### src/rtl/seqmc_pkg.sv
package seqmc_pkg;
  localparam int PEER_N  = 8;
  localparam int FAULT_N = 7;
  localparam int GP_N    = 4;
  localparam int WD_N    = 2;
  localparam int TERM_N  = 2;
  localparam int CNT_W   = 8;
  localparam int ADDR_W  = 4;
  localparam int DATA_W  = 8;

  // byte offsets; term B copies sit at offset + TERM_B_STEP
  localparam logic [ADDR_W-1:0] OFF_PEER_INV  = 4'h0;
  localparam logic [ADDR_W-1:0] OFF_PEER_IGN  = 4'h1;
  localparam logic [ADDR_W-1:0] OFF_FAULT_INV = 4'h2;
  localparam logic [ADDR_W-1:0] OFF_FAULT_IGN = 4'h3;
  localparam logic [ADDR_W-1:0] OFF_GP_A      = 4'h4;
  localparam logic [ADDR_W-1:0] OFF_GP_B      = 4'h5;
  localparam logic [ADDR_W-1:0] OFF_WD        = 4'h6;
  localparam logic [ADDR_W-1:0] OFF_CTRL      = 4'h7;
  localparam logic [ADDR_W-1:0] OFF_LIMIT     = 4'hC;
  localparam logic [ADDR_W-1:0] TERM_B_STEP   = 4'h8;

  typedef struct packed {
    logic [TERM_N-1:0][PEER_N-1:0]  peerInv;
    logic [TERM_N-1:0][PEER_N-1:0]  peerIgn;
    logic [TERM_N-1:0][FAULT_N-1:0] faultInv;
    logic [TERM_N-1:0][FAULT_N-1:0] faultIgn;
    logic [TERM_N-1:0][GP_N-1:0]    gpInv;
    logic [TERM_N-1:0][GP_N-1:0]    gpIgn;
    logic [WD_N-1:0]                wdInv;   // [0] pulsed, [1] latched
    logic [WD_N-1:0]                wdIgn;
    logic [TERM_N-1:0]              termEn;
    logic                           outPol;
    logic [CNT_W-1:0]               limit;
  } cellCfg_t;

  typedef struct packed {
    logic clear;
    logic inc;
    logic set;
  } seqStrobe_t;
endpackage

### src/rtl/seqmc_cfg_regs.sv
module seqmc_cfg_regs
  import seqmc_pkg::*;
(
  input  logic              clk,
  input  logic              rst,
  input  logic              wrEn,
  input  logic [ADDR_W-1:0] wrAddr,
  input  logic [DATA_W-1:0] wrData,
  output cellCfg_t          cfg
);
  cellCfg_t cfgQ;

  always_ff @(posedge clk) begin
    if (rst) begin
      cfgQ <= '0;
    end else if (wrEn) begin
      case (wrAddr)
        OFF_PEER_INV:                 cfgQ.peerInv[0]  <= wrData[PEER_N-1:0];
        OFF_PEER_IGN:                 cfgQ.peerIgn[0]  <= wrData[PEER_N-1:0];
        OFF_FAULT_INV:                cfgQ.faultInv[0] <= wrData[FAULT_N-1:0];
        OFF_FAULT_IGN:                cfgQ.faultIgn[0] <= wrData[FAULT_N-1:0];
        OFF_PEER_INV + TERM_B_STEP:   cfgQ.peerInv[1]  <= wrData[PEER_N-1:0];
        OFF_PEER_IGN + TERM_B_STEP:   cfgQ.peerIgn[1]  <= wrData[PEER_N-1:0];
        OFF_FAULT_INV + TERM_B_STEP:  cfgQ.faultInv[1] <= wrData[FAULT_N-1:0];
        OFF_FAULT_IGN + TERM_B_STEP:  cfgQ.faultIgn[1] <= wrData[FAULT_N-1:0];
        OFF_GP_A: begin
          cfgQ.gpInv[0] <= wrData[GP_N-1:0];
          cfgQ.gpIgn[0] <= wrData[2*GP_N-1:GP_N];
        end
        OFF_GP_B: begin
          cfgQ.gpInv[1] <= wrData[GP_N-1:0];
          cfgQ.gpIgn[1] <= wrData[2*GP_N-1:GP_N];
        end
        OFF_WD: begin
          cfgQ.wdInv <= {wrData[2], wrData[0]};
          cfgQ.wdIgn <= {wrData[3], wrData[1]};
        end
        OFF_CTRL: begin
          cfgQ.termEn <= wrData[TERM_N-1:0];
          cfgQ.outPol <= wrData[2];
        end
        OFF_LIMIT: cfgQ.limit <= wrData[CNT_W-1:0];
        default: ;
      endcase
    end
  end

  assign cfg = cfgQ;

  a_r8_ctrl_write: assert property (@(posedge clk) disable iff (rst)
    (wrEn && wrAddr == OFF_CTRL) |=> (cfg.termEn == $past(wrData[1:0]) && cfg.outPol == $past(wrData[2])));
  a_r9_unmapped_quiet: assert property (@(posedge clk) disable iff (rst)
    (wrEn && wrAddr > OFF_LIMIT) |=> $stable(cfg));
endmodule

### src/rtl/seqmc_ctrl.sv
module seqmc_ctrl
  import seqmc_pkg::*;
(
  input  logic       clk,
  input  logic       rst,
  input  logic       cond,
  input  logic       held,
  input  logic       atLimit,
  input  logic       tick,
  output seqStrobe_t strobe
);
  always_comb begin
    strobe       = '0;
    strobe.clear = !cond;
    if (cond && !held) begin
      strobe.set = atLimit;
      strobe.inc = !atLimit && tick;
    end
  end

  a_r6_rise_at_limit: assert property (@(posedge clk) disable iff (rst)
    (cond && !held && atLimit) |=> held);
  a_r7_held_needs_cond: assert property (@(posedge clk) disable iff (rst)
    (held && !cond) |=> !held);
endmodule

### src/rtl/seqmc_datapath.sv
module seqmc_datapath
  import seqmc_pkg::*;
(
  input  logic               clk,
  input  logic               rst,
  input  cellCfg_t           cfg,
  input  logic [PEER_N-1:0]  peerIn,
  input  logic [FAULT_N-1:0] faultIn,
  input  logic [GP_N-1:0]    gpIn,
  input  logic               wdPulse,
  input  logic               wdLatch,
  input  seqStrobe_t         strobe,
  output logic               cond,
  output logic               held,
  output logic               atLimit,
  output logic               cellOut
);
  logic [TERM_N-1:0] termHit;
  logic [CNT_W-1:0]  cnt;
  logic [WD_N-1:0]   wdVec;

  assign wdVec = {wdLatch, wdPulse};

  for (genvar t = 0; t < TERM_N; t++) begin : g_term
    logic [PEER_N-1:0]  peerOk;
    logic [FAULT_N-1:0] faultOk;
    logic [GP_N-1:0]    gpOk;
    logic [WD_N-1:0]    wdOk;
    assign peerOk  = (peerIn  ^ cfg.peerInv[t])  | cfg.peerIgn[t];
    assign faultOk = (faultIn ^ cfg.faultInv[t]) | cfg.faultIgn[t];
    assign gpOk    = (gpIn    ^ cfg.gpInv[t])    | cfg.gpIgn[t];
    assign wdOk    = (wdVec   ^ cfg.wdInv)       | cfg.wdIgn;
    assign termHit[t] = cfg.termEn[t] & (&peerOk) & (&faultOk) & (&gpOk) & (&wdOk);
  end

  assign cond    = |termHit;
  assign atLimit = (cnt >= cfg.limit);

  always_ff @(posedge clk) begin
    if (rst || strobe.clear) begin
      cnt  <= '0;
      held <= 1'b0;
    end else begin
      if (strobe.inc) cnt  <= cnt + 1'b1;
      if (strobe.set) held <= 1'b1;
    end
  end

  assign cellOut = (held & cond) ^ cfg.outPol;

  a_r7_drop_restarts: assert property (@(posedge clk) disable iff (rst)
    !cond |=> (cnt == '0 && !held));
  a_r6_rise_needs_cond: assert property (@(posedge clk) disable iff (rst)
    $rose(held) |-> $past(cond));
  a_r4_disabled_silent: assert property (@(posedge clk) disable iff (rst)
    (cfg.termEn == '0) |-> !cond);
endmodule

### src/rtl/seq_macrocell.sv
module seq_macrocell
  import seqmc_pkg::*;
(
  input  logic               clk,
  input  logic               rst,
  input  logic [PEER_N-1:0]  peerIn,
  input  logic [FAULT_N-1:0] faultIn,
  input  logic [GP_N-1:0]    gpIn,
  input  logic               wdPulse,
  input  logic               wdLatch,
  input  logic               tick,
  input  logic               wrEn,
  input  logic [ADDR_W-1:0]  wrAddr,
  input  logic [DATA_W-1:0]  wrData,
  output logic               cellOut
);
  cellCfg_t   cfg;
  seqStrobe_t strobe;
  logic       cond, held, atLimit;

  seqmc_cfg_regs u_regs (
    .clk(clk), .rst(rst), .wrEn(wrEn), .wrAddr(wrAddr), .wrData(wrData), .cfg(cfg)
  );

  seqmc_ctrl u_ctrl (
    .clk(clk), .rst(rst), .cond(cond), .held(held), .atLimit(atLimit),
    .tick(tick), .strobe(strobe)
  );

  seqmc_datapath u_dp (
    .clk(clk), .rst(rst), .cfg(cfg), .peerIn(peerIn), .faultIn(faultIn),
    .gpIn(gpIn), .wdPulse(wdPulse), .wdLatch(wdLatch), .strobe(strobe),
    .cond(cond), .held(held), .atLimit(atLimit), .cellOut(cellOut)
  );

  a_r1_quiet_after_reset: assert property (@(posedge clk)
    $fell(rst) |-> !cellOut);
endmodule

### config.mk
export PLATFORM = sky130hd
export DESIGN_NAME = seq_macrocell
export DESIGN_NICKNAME = d
export VERILOG_FILES = /design/src/rtl/seqmc_pkg.sv /design/src/rtl/seqmc_cfg_regs.sv /design/src/rtl/seqmc_ctrl.sv /design/src/rtl/seqmc_datapath.sv /design/src/rtl/seq_macrocell.sv
export SDC_FILE = /design/constraint.sdc
export NUM_CORES = 1
export LEC_CHECK = 0
export ABC_CLOCK_PERIOD_IN_PS = 5550
export CORE_ASPECT_RATIO = 1.25
export CORE_UTILIZATION = 39
export DETAILED_ROUTE_END_ITERATION = 7
export DONT_BUFFER_PORTS = 1
export GPL_ROUTABILITY_DRIVEN = 0
export PLACE_DENSITY = 0.55
export SYNTH_ARGS = -nofsm -noshare
export SYNTH_HDL_FRONTEND = slang
export SYNTH_SLANG_ARGS = --single-unit
### constraint.sdc
create_clock -name clk -period 5.55 [get_ports clk]
set_input_delay 1.665 -clock clk [delete_from_list [all_inputs] [get_ports clk]]
set_output_delay 1.665 -clock clk [all_outputs]
set_load 0.01 [all_outputs]
# Yosys cells after proc, flatten, opt, wreduce, memory -nomap -nowiden
# Index checks and enable logic that the tools add are counted.
dict set report op_classes {
  n_addsub 1
  n_lt_le_gt_ge 1
  n_eq_ne 12
  muxes 1
  n_bitwise 24
  n_reduce_logical 28
}
# op n
set ops {}
lappend ops {{$reduce_and 2->1} 14}
lappend ops {{$eq 4x4->1 const B} 5}
lappend ops {{$eq 4x3->1 const B} 4}
lappend ops {{$or 8x8->8} 2}
lappend ops {{$reduce_and 8->1} 2}
lappend ops {{$xor 8x8->8} 2}
lappend ops {{$or 7x7->7} 2}
lappend ops {{$reduce_and 7->1} 2}
lappend ops {{$xor 7x7->7} 2}
lappend ops {{$and 1x1->1} 9}
lappend ops {{$add 8x1->8 const B} 1}
lappend ops {{$eq 4x2->1 const B} 2}
lappend ops {{$ge 8x8->1} 1}
lappend ops {{$or 4x4->4} 2}
lappend ops {{$reduce_and 4->1} 2}
lappend ops {{$xor 4x4->4} 2}
lappend ops {{$eq 4x1->1 const B} 1}
lappend ops {{$logic_not 4->1} 1}
lappend ops {{$logic_not 1->1} 3}
lappend ops {{$logic_and 1x1->1} 2}
lappend ops {{$mux 2} 1}
lappend ops {{$or 2x2->2} 1}
lappend ops {{$reduce_or 2->1} 1}
lappend ops {{$xor 2x2->2} 1}
lappend ops {{2 further kinds} 2}
dict set report word_totals {
  regBits 100
  input_bits 37
}

# Logic depth before layout (Yosys ltp)
dict set report depth {
  ltp_word 10
  ltp_mapped 9
  mapped_depth_nobuf 8
}

# Modules after synthesis
# Synthesis repeated with hierarchy kept, for this count alone.
dict set report unflattened {
  cells_unflattened 464
  area_unflattened_um2 4818.4
}
# mod instances cells_per_inst area_each_um2 seq_area_each_um2
set by_module_without_submodules {}
lappend by_module_without_submodules {seqmc_cfg_regs 1 323 3688.5 1821.7}
lappend by_module_without_submodules {seqmc_datapath 1 138 1103.6 180.2}
lappend by_module_without_submodules {seqmc_ctrl 1 3 26.3 0.0}

# Worst setup path before layout
# No wires, ideal clock.
dict set report synth_path {
  kind {input port to output port}
  start {input port peerIn[2]}
  end {output port cellOut}
  arrival_ns 2.825
  slack_ns 1.060
  path_stages 6
  n_path_buf 0
  cell_sequence {xor2_1 o22ai_1 nor4_1 nand4_1 a211oi_1 xor2_1}
}
dict set report synth_via {
  elab_chain_len 10
}
# item line_no
set synth_rtl {}
lappend synth_rtl {{from (decl)} seq_macrocell.sv:6} ;# input logic [PEER_N-1:0] peerIn,
lappend synth_rtl {{$xor 8x8->8} seqmc_datapath.sv:29} ;# assign peerOk = (peerIn ^ cfg.peerInv[t]) | cfg.peerIgn[t];
lappend synth_rtl {{$or 8x8->8} seqmc_datapath.sv:29}
lappend synth_rtl {{$reduce_and 8->1} seqmc_datapath.sv:33} ;# assign termHit[t] = cfg.termEn[t] & (&peerOk) & (&faultOk) & (&gpOk) & (&wdOk);
lappend synth_rtl {{$and 1x1->1 (4 in series)} seqmc_datapath.sv:33}
lappend synth_rtl {{$reduce_or 2->1 (*)} seqmc_datapath.sv:36} ;# assign cond = |termHit;
lappend synth_rtl {{$and 1x1->1 (*)} seqmc_datapath.sv:49} ;# assign cellOut = (held & cond) ^ cfg.outPol;
lappend synth_rtl {{$xor 1x1->1 (*)} seqmc_datapath.sv:49}
lappend synth_rtl {{to (decl)} seq_macrocell.sv:15} ;# output logic cellOut
# Every way passes the cells marked *; elsewhere a longest branch is shown, timed or not.

# Worst setup path after layout
# Ends and elaborated chain as after synthesis.

==> flow_summary.toml <==
[die]
die_y_um = 121
start_util_pct = 40.1
die_w_um = 97.4
die_area_um2 = 11800
pin_count = 38
placementRows = 43
coreArea_um2 = 11100

[critical_path]
critPathMaxStageDelay_ns = 0.36
worst_setup_path_end_kind = "output port"
crit_type = "primary input to output port"
setup.worst_path.start_class = "primary input"
crit_chain = "xor2_1 -> o22ai_1 -> nor4_1 -> nand4_1 -> a211oi_1 -> xor2_1"
cp_slowest_cell = "xor2_1"
r2r_start = "u_dp.cnt[0]"
arrival_ns = 3.08
crit_fanout = 2
critPathLaunch = "peerIn[2]"
crit_required_ns = 3.88
worst_path_most_repeated_cell = "xor2_1"

[sta]
worst_slack_ns = 0.810
rsz0062_at_grt = "false"
whs_ns = 0.490
hold_viol = 0
slew_headroom_pct = 26.7
post-route-min-period_ns = 4.74
slew_violations = 0
fin_skew_ns = 0.00706
worst_slew_pin_slew_ns = 1.10
setup_viol = 0
fmax_mhz = 211
fin_setup_tns_ns = 0
period_share_pct = 85.4

[finish]
area_growth_pct = 8.51
final_common_cell = "nor2_1"
n_fill_cell = 1091
finalNonFillerCells = 592
drive_gt1_share_pct = 3.72
nets = 498
seq_area_um2 = 2000
multiInputGateArea_um2 = 2300
final_cell_mix = "nor2_1 (107), dfxtp_1 (100), mux2i_1 (91), xor2_1 (42), o22ai_1 (19)"
n_antenna_cell = 0

[cts]
ctsResizeCount = 0
cts_tree = "done"
clock_path_buffers = 2
cts_setup_buffers = 0
cts.clk_slew.worst_paths_ns = 0.06
postCtsHoldBufs = 0
cts-root-buf = "clkbuf_16"
cts.sinks = 100
ctsHtreeMaxLevel = 3
cts_made_buffers = 9
clk_latency_ns = 0.34

[route]
drt-initial-drc-count = 203
drc_errors = 0
ant_nets = 0
vias = 3036
routedWlPerCell_um = 17.3
first_pass_iters = 4
viasPerCell = 5.13
drt_wl_total_mm = 10.3

[global_route]
use_met3_pct = 4.90
grt_usage_pct = 18.4
grt_pass1_vias = 3005
grt_pass1_wl_mm = 16.5
globalRouteOverflowTotal = 0
grt_antenna_before_repair = 0
use_met2_pct = 31.6
met1_usage_pct = 21.9
grt.busiest_layer = "met2"
grt_max_degree = 93

[pwr]
p_total_w = 0.00140
p_leak_nw = 2.11
ir_worst_vdd_mv = 0.148
powerDensity_nw_per_um2 = 291

[yosys]
ys_seq_elements = 100
synthCells = 464
synthesis.nets = 510
synth-edff-count = 0
yosysWarnings = 0
syn_avg_cell_area_um2 = 9.57
ys_seq_area_share_pct = 45.1
synth_ff_type = "dfxtp_1"
synth.top_cell.area_share_pct = 45.1
ys_top_cells_by_area = "dfxtp_1 (45%), mux2i_1 (21%), nor2_1 (9.0%), xor2_1 (8.3%), o22ai_1 (2.7%)"
synth_cell_type_count = 34
syn_area_um2 = 4440
yosysTopAreaCell = "dfxtp_1"
async_flop_share_pct = 0

[run_status]
status = "complete, no violations"

[placed_design]
dpl.cell_count = 576
numPortBuffers = 0
dp_hpwl_mm = 7.23
post-place-ws_ns = 0.825

[worst_hold_path]
hold_start = "u_regs.cfg[9]"
min_path_type = "register to register"

[flow_run]
drv_cap = 0
==> final cells by class <==
type / count / share of cell area, %
Sequential cell: 100 / 41.5
Inverter: 12 / 0.935
Tap cell: 135 / 3.51
Multi-Input combinational cell: 329 / 47.8
Clock buffer: 12 / 5.53
Clock inverter: 4 / 0.649
==> metal layers <==
metal / up-vias / part of all wire, %
met5: - / 0
met4: 0 / 1.8
met3: 11 / 5.2
met2: 59 / 49
met1: 1420 / 44
li1: 1546 / -
==> worst paths after layout <==
| kind | end | slack [ns] | depth (start not counted) |
|---|---|---|---|
| setup / recovery | cellOut | 0.81 | 6 |
| hold / removal | u_regs.cfg[9] | 0.49 | 2 |
| setup reg to reg | u_dp.cnt[7] | 3.09 | 8 |
| hold reg to reg | u_regs.cfg[9] | 0.49 | 2 |
==> sequential cells by signal (all words and copies together), names as in the netlist <==
name / flops
u_regs.cfg: 91
u_dp.cnt: 8
u_dp.held: 1
==> power by group <==
| part | internal [W] | switching (W) | total [W] |
|---|---|---|---|
| Sequential | 0.000726 | 0.00000473 | 0.000730 |
| Clock | 0.000343 | 0.000275 | 0.000618 |
| Combinational | 0.0000273 | 0.0000288 | 0.0000561 |
| Total | 0.00110 | 0.000309 | 0.00140 |
==> cells by family after synthesis <==
kind of cell             synth area share (%)
flip-flops                               45.1
AND/OR/NAND/NOR                          13.8
AO/OA/AOI/OAI                            6.62
multiplexers                             20.5
buffers and inverters                    3.01
adder cells (fa/ha/maj)                  2.54
XOR/XNOR                                 8.48
==> Yosys cell counts, types with 5 or more instances <==
cell type    n
inv_1       12
nor2_1     107
clkbuf_1    21
dfxtp_1    100
ha_1         9
nand4_1      5
nand2_1      5
o21ai_0      5
nand2b_1     5
mux2i_1     91
xor2_1      42
o22ai_1     19
==> stage by stage <==
step	instance area (um^2)	util [%]
final	4820	43.5
after global routing	4820	43.5
after CTS	4820	43.5
after detailed placement	4520	40.8
after global placement	4520	40.8
after floorplan	4440	-
==> critical path: cells and delay by family <==
family,cells,cell delay (ns)
simple gates,2,0.48
xor+xnor,2,0.51
compound gates,2,0.41
Power figures use the tool's default switching activity.
